**config.mk**
```make
export PLATFORM = sky130hd
export DESIGN_NAME = txLineEncoder
export DESIGN_NICKNAME = d
export VERILOG_FILES = /design/src/rtl/txLinePkg.sv /design/src/rtl/txCtrl.sv /design/src/rtl/txEncoder.sv /design/src/rtl/txLineEncoder.sv
export SDC_FILE = /design/constraint.sdc
export NUM_CORES = 1
export LEC_CHECK = 0
export BUFFER_PORTS_ARGS = -buffer_cell sky130_fd_sc_hd__buf_2
export CORE_UTILIZATION = 50
export CTS_CLUSTER_SIZE = 24
export DETAILED_ROUTE_END_ITERATION = 12
export GPL_TIMING_DRIVEN = 1
export PLACE_DENSITY = 0.77
export SYNTH_ARGS = -nofsm -noshare
export SYNTH_HDL_FRONTEND = slang
export SYNTH_SLANG_ARGS = --single-unit
export TNS_END_PERCENT = 1
```
**constraint.sdc**
```tcl
create_clock -name mclk -period 3.3 [get_ports mclk]
set_input_delay 0.165 -clock mclk [delete_from_list [all_inputs] [get_ports mclk]]
set_output_delay 0.165 -clock mclk [all_outputs]
set_load 0.03 [all_outputs]
```
**src/rtl/txLinePkg.sv**
```systemverilog
package txLinePkg;
  localparam int T1_SUB_LEN = 8;
  localparam int E1_SUB_LEN = 4;

  typedef enum logic [2:0] {
    SYM_IDLE,
    SYM_ZERO,
    SYM_MARK,
    SYM_BIP,
    SYM_VIOL
  } symKind_e;

  typedef struct packed {
    logic sample;
    logic dataBit;
    logic railP;
    logic railN;
  } txStrobe_t;
endpackage

```
**src/rtl/txCtrl.sv**
```systemverilog
module txCtrl
  import txLinePkg::*;
#(
  parameter int SYNC_STAGES = 2,
  parameter int LOSS_LIMIT  = 70
) (
  input  logic      clk,
  input  logic      rstN,
  input  logic      txClk,
  input  logic      txData,
  input  logic      txDataN,
  input  logic      useRise,
  input  logic      invert,
  input  logic      lossClear,
  output txStrobe_t strobe,
  output logic      lossFlag
);
  localparam int CNT_W = $clog2(LOSS_LIMIT + 1);

  logic [SYNC_STAGES-1:0] clkSync, pSync, nSync;
  logic clkPrev;
  logic [CNT_W-1:0] idleCnt;
  logic clkNow, riseSeen, fallSeen, anyEdge, lossSet;

  always_ff @(posedge clk) begin
    if (!rstN) begin
      clkSync <= '0;
      pSync   <= '0;
      nSync   <= '0;
      clkPrev <= 1'b0;
    end else begin
      clkSync <= {clkSync[SYNC_STAGES-2:0], txClk};
      pSync   <= {pSync[SYNC_STAGES-2:0], txData};
      nSync   <= {nSync[SYNC_STAGES-2:0], txDataN};
      clkPrev <= clkNow;
    end
  end

  assign clkNow   = clkSync[SYNC_STAGES-1];
  assign riseSeen = clkNow & ~clkPrev;
  assign fallSeen = ~clkNow & clkPrev;
  assign anyEdge  = riseSeen | fallSeen;

  always_comb begin
    strobe.sample  = useRise ? riseSeen : fallSeen;
    strobe.dataBit = pSync[SYNC_STAGES-1] ^ invert;
    strobe.railP   = pSync[SYNC_STAGES-1] ^ invert;
    strobe.railN   = nSync[SYNC_STAGES-1] ^ invert;
  end

  assign lossSet = !anyEdge && (idleCnt == CNT_W'(LOSS_LIMIT));

  always_ff @(posedge clk) begin
    if (!rstN) begin
      idleCnt  <= '0;
      lossFlag <= 1'b0;
    end else begin
      if (anyEdge) idleCnt <= '0;
      else if (idleCnt != CNT_W'(LOSS_LIMIT)) idleCnt <= idleCnt + 1'b1;
      if (lossSet) lossFlag <= 1'b1;
      else if (lossClear) lossFlag <= 1'b0;
    end
  end
endmodule

```
**src/rtl/txEncoder.sv**
```systemverilog
module txEncoder
  import txLinePkg::*;
(
  input  logic      clk,
  input  logic      rstN,
  input  txStrobe_t strobe,
  input  logic      isT1,
  input  logic      dualRail,
  input  logic      amiOnly,
  output logic      posPulse,
  output logic      negPulse,
  output logic      symValid
);
  localparam int WIN   = T1_SUB_LEN;
  localparam int TAP_W = $clog2(WIN);

  symKind_e win [WIN];
  symKind_e nxt [WIN];
  symKind_e emit;
  logic [TAP_W-1:0] tapIdx;
  logic lastNeg, oddCnt;
  logic emitPulse, emitViol, emitPos, emitNeg, lastNegNext, oddNext, allZero;

  always_comb begin
    tapIdx = isT1 ? TAP_W'(T1_SUB_LEN - 1) : TAP_W'(E1_SUB_LEN - 1);
    emit   = win[tapIdx];
    emitPulse = (emit == SYM_MARK) || (emit == SYM_BIP);
    emitViol  = (emit == SYM_VIOL);
    emitPos   = (emitPulse && lastNeg) || (emitViol && !lastNeg);
    emitNeg   = (emitPulse && !lastNeg) || (emitViol && lastNeg);
    lastNegNext = emitPulse ? !lastNeg : lastNeg;
    oddNext     = emitViol ? 1'b0 : (emitPulse ? !oddCnt : oddCnt);

    nxt[0] = strobe.dataBit ? SYM_MARK : SYM_ZERO;
    for (int i = 1; i < WIN; i++) nxt[i] = win[i-1];

    allZero = 1'b1;
    for (int i = 0; i < WIN; i++) begin
      if ((i <= int'(tapIdx)) && (nxt[i] != SYM_ZERO)) allZero = 1'b0;
    end

    if (allZero && !amiOnly) begin
      if (isT1) begin
        nxt[4] = SYM_VIOL;
        nxt[3] = SYM_BIP;
        nxt[1] = SYM_VIOL;
        nxt[0] = SYM_BIP;
      end else begin
        nxt[0] = SYM_VIOL;
        if (!oddNext) nxt[3] = SYM_BIP;
      end
    end
  end

  always_ff @(posedge clk) begin
    if (!rstN) begin
      for (int i = 0; i < WIN; i++) win[i] <= SYM_IDLE;
      lastNeg  <= 1'b1;
      oddCnt   <= 1'b0;
      posPulse <= 1'b0;
      negPulse <= 1'b0;
      symValid <= 1'b0;
    end else begin
      symValid <= strobe.sample;
      if (strobe.sample) begin
        if (dualRail) begin
          posPulse <= strobe.railN & ~strobe.railP;
          negPulse <= strobe.railP & ~strobe.railN;
        end else begin
          for (int i = 0; i < WIN; i++) win[i] <= nxt[i];
          posPulse <= emitPos;
          negPulse <= emitNeg;
          lastNeg  <= lastNegNext;
          oddCnt   <= oddNext;
        end
      end
    end
  end
endmodule

```
**src/rtl/txLineEncoder.sv**
```systemverilog
module txLineEncoder
  import txLinePkg::*;
#(
  parameter int SYNC_STAGES = 2,
  parameter int LOSS_LIMIT  = 70
) (
  input  logic mclk,
  input  logic rstN,
  input  logic txClk,
  input  logic txData,
  input  logic txDataN,
  input  logic hwStrap,
  input  logic cfgT1,
  input  logic cfgDualRail,
  input  logic cfgAmi,
  input  logic cfgRiseEdge,
  input  logic cfgInvert,
  input  logic irqMask,
  input  logic lossClear,
  output logic posPulse,
  output logic negPulse,
  output logic symValid,
  output logic lossFlag,
  output logic irq
);
  txStrobe_t ctrlBus;
  logic effRise, effInvert;

  assign effRise   = hwStrap ? 1'b0 : cfgRiseEdge;
  assign effInvert = hwStrap ? 1'b0 : cfgInvert;

  txCtrl #(.SYNC_STAGES(SYNC_STAGES), .LOSS_LIMIT(LOSS_LIMIT)) u_ctrl (
    .clk(mclk), .rstN(rstN), .txClk(txClk), .txData(txData), .txDataN(txDataN),
    .useRise(effRise), .invert(effInvert), .lossClear(lossClear),
    .strobe(ctrlBus), .lossFlag(lossFlag)
  );

  txEncoder u_enc (
    .clk(mclk), .rstN(rstN), .strobe(ctrlBus), .isT1(cfgT1),
    .dualRail(cfgDualRail), .amiOnly(cfgAmi),
    .posPulse(posPulse), .negPulse(negPulse), .symValid(symValid)
  );

  assign irq = lossFlag & ~irqMask;
endmodule

```
==> run metrics <==
status=finished, final reports clean; clock-pin slew on the worst setup and hold paths=about 0.080 ns; DIE AREA=approximately 4200 um2; period utilization=between 50 and 60%; Hold Crit Start=txData; CP startpoint kind=flop; Die Y=64.9 um; I/O pins=18; Post-CTS Hold Fix Bufs=0; worst min-delay path class=in2reg; Gate power share=6.7%; H-tree Lvls=2; Critical Path RT=3.35 ns; Cell Count, Final, Fillers Out=238; P_sw=between 0.2 and 0.25 mW; Setup CP Type=reg2reg; Layout area overhead=12.2%; Clock Sinks=44; 1st-iter DRT viols=73; Max stage delay on crit path=0.57 ns; Final setup violation count=0; total number of vias=1331; Final ANT Viol Nets=0; WHS=around 0.07 ns; Placed Instances=230; crit path cell chain=or4b_4 > nor4_2 > and3_2 > nor3b_1; ratio of cells with drive above 1 in the final layout=19.5%; CTS Buf Count=5; Rows=22; number of distinct library cells after synthesis=between 40 and 50; end of the critical path=u_enc.win[4][0]; I/O Buffers=17; WL per Instance=14.8 um; CP endpoint kind=flop; drt pass-1 iters=4; final hold vios=0; grt ovf=0; RSZ-0062 raised after global routing=false; vias in the first global route=1326; Routed WL=3.53 mm; worst-path fanout max=4; clock tree from TritonCTS=built; Worst-Skew Late Latency=0.30 ns; DPL Wire Length=about 2.6 mm; Clock power frac=35.3%; first-pass GRT wire length=around 5.9 mm; internal power=0.824 mW; initial core utilization=53.3%; sequential area share after synthesis=56.6%; cell family with most CP delay=simple AND/OR/NAND/NOR gates; setup_tns=0 ns; DR DRC count=0; reg2reg start=u_enc.win[3][1]; Bufs and invs on worst path=0; worst vdd ir=roughly 0.23 mV; Mapped Avg Cell Area=11.7 um2; Worst Setup SP=u_enc.win[3][1]; power per cell area=478 nW/um2; Core ar.=3720 um2; reg-to-reg slack, setup=between 1 and 1.5 ns; Synth Flop Type=edfxtp_1; placed cell area=2120 um2; initial antenna violation count=0; routability cong.=0.807; root buffer cell=clkbuf_8; Antenna Cells=0; Post-CTS Setup Bufs=0; Post-Layout Inst Area=2220 um2; number of synthesized flops with an enable pin=24; worst r2r path cells=4; number of vias per cell=between 5 and 6; mapped cell area=1980 um2; die width=64.9 um; most frequent cells in the layout=24 x and2_1, 24 x edfxtp_1, 20 x dfxtp_1; fmax=551 MHz; Worst R2R End=u_enc.win[4][0]; max cap viols=0; Net Sw Frac=between 20% and 30%; Clock Path Buffers=2; highest-delay cell along the critical path=or4b_4; GRT Util Overall=a little under a fifth; clk_skew=0.00266 ns; Tmin final=roughly 1.8 ns; Synth async-reset ratio=0%; worst endpoint data arrival time=1.86 ns; max-slew violations=0; fin nets=just over 200; Net Count, Synth=186; sequential share of power=58.0%; largest net degree at the start of global routing=25; #FFs+latches synth=44; final core utilization=59.8%; cells resized by post-CTS repair=0; Lkg Pwr=0.862 nW; Crit path depth=4; worst rel slew slack=65.1%; Synth Warn #=0; actual slew at the worst max-slew pin=0.509 ns; cells after synthesis=about 170
## kinds of logic (layout without fill, tap and decap cells)
| logic type | after synthesis | after routing | share of synthesized area, % |
|---|---|---|---|
| flops | 44 | 44 | 56.6 |
| fa+ha+maj | 4 | 4 | 2.53 |
| simple gates | 73 | 73 | 24.3 |
| buf+inv | 12 | 33 | 2.34 |
| xor+xnor | 8 | 8 | 3.54 |
| compound gates | 24 | 24 | 8.53 |
| mux | 4 | 4 | 2.09 |
## synthesized netlist by cell type (4+ instances only)
| master | count | share of area [%] |
|---|---|---|
| a21oi_1 | 6 | 1.5 |
| and2_1 | 24 | 7.6 |
| clkbuf_1 | 4 | 0.76 |
| dfxtp_1 | 20 | 20 |
| edfxtp_1 | 24 | 36 |
| ha_1 | 4 | 2.5 |
| inv_1 | 7 | 1.3 |
| nand2_1 | 4 | 0.76 |
| nand2b_1 | 4 | 1.3 |
| nand3_1 | 9 | 2.3 |
| nor2_1 | 10 | 1.9 |
| xnor2_1 | 4 | 1.8 |
| xor2_1 | 4 | 1.8 |
## power by group through the flow
stage,clock [mW],combinational (mW),sequential (mW)
floorplan,0,0.0478,0.627
global route,0.407,0.0787,0.619
CTS,0.382,0.0714,0.616
detailed placement,0,0.0709,0.628
global placement,0,0.0680,0.627
finish,0.375,0.0709,0.616
## how the worst min path moves through the flow
| stage | cells after the start | slack, ns | endpoint |
|---|---|---|---|
| 6_report | 2 | 0.07 | u_ctrl.pSync[0] |
| 5_1_grt | 2 | 0.06 | u_ctrl.pSync[0] |
| 4_1_cts | 2 | 0.06 | u_ctrl.pSync[0] |
| 3_5_place_dp | 2 | 0.38 | u_ctrl.pSync[0] |
| 3_3_place_gp | 2 | 0.37 | u_ctrl.clkSync[0] |
| 2_1_floorplan | 1 | 0.29 | u_ctrl.clkSync[0] |
## layout make-up
type | instances | area, um2
Clock buffer | 6 | 93.8
Clock inverter | 2 | 11.3
Fill cell | 316 | 1500
Inverter | 7 | 26.3
Multi-Input combinational cell | 113 | 816
Sequential cell | 44 | 1120
Tap cell | 48 | 60.1
Timing Repair Buffer | 18 | 92.6
## metal layers
layer	wire length [um]	vias to the layer above	global-route usage, %
met5	0	-	0
met4	76	0	9.72
met3	151	11	5.11
met2	1750	29	31.5
met1	1560	644	22.7
li1	-	647	-
## stage by stage
| stage | power (mW) | worst slack, ns |
|---|---|---|
| 2_1_floorplan | 0.674 | 0.486 |
| 3_3_place_gp | 0.695 | 1.52 |
| 3_5_place_dp | 0.699 | 1.50 |
| 4_1_cts | 1.07 | 1.49 |
| 5_1_grt | 1.10 | 1.39 |
| 6_report | 1.06 | 1.49 |
## registers in the layout, indices dropped and copies added (netlist names), 2 cells and up
| name | count |
|---|---|
| u_enc.win | 24 |
| u_ctrl.idleCnt | 7 |
| u_ctrl.clkSync | 2 |
| u_ctrl.nSync | 2 |
| u_ctrl.pSync | 2 |
Power figures use the tool's default switching activity.
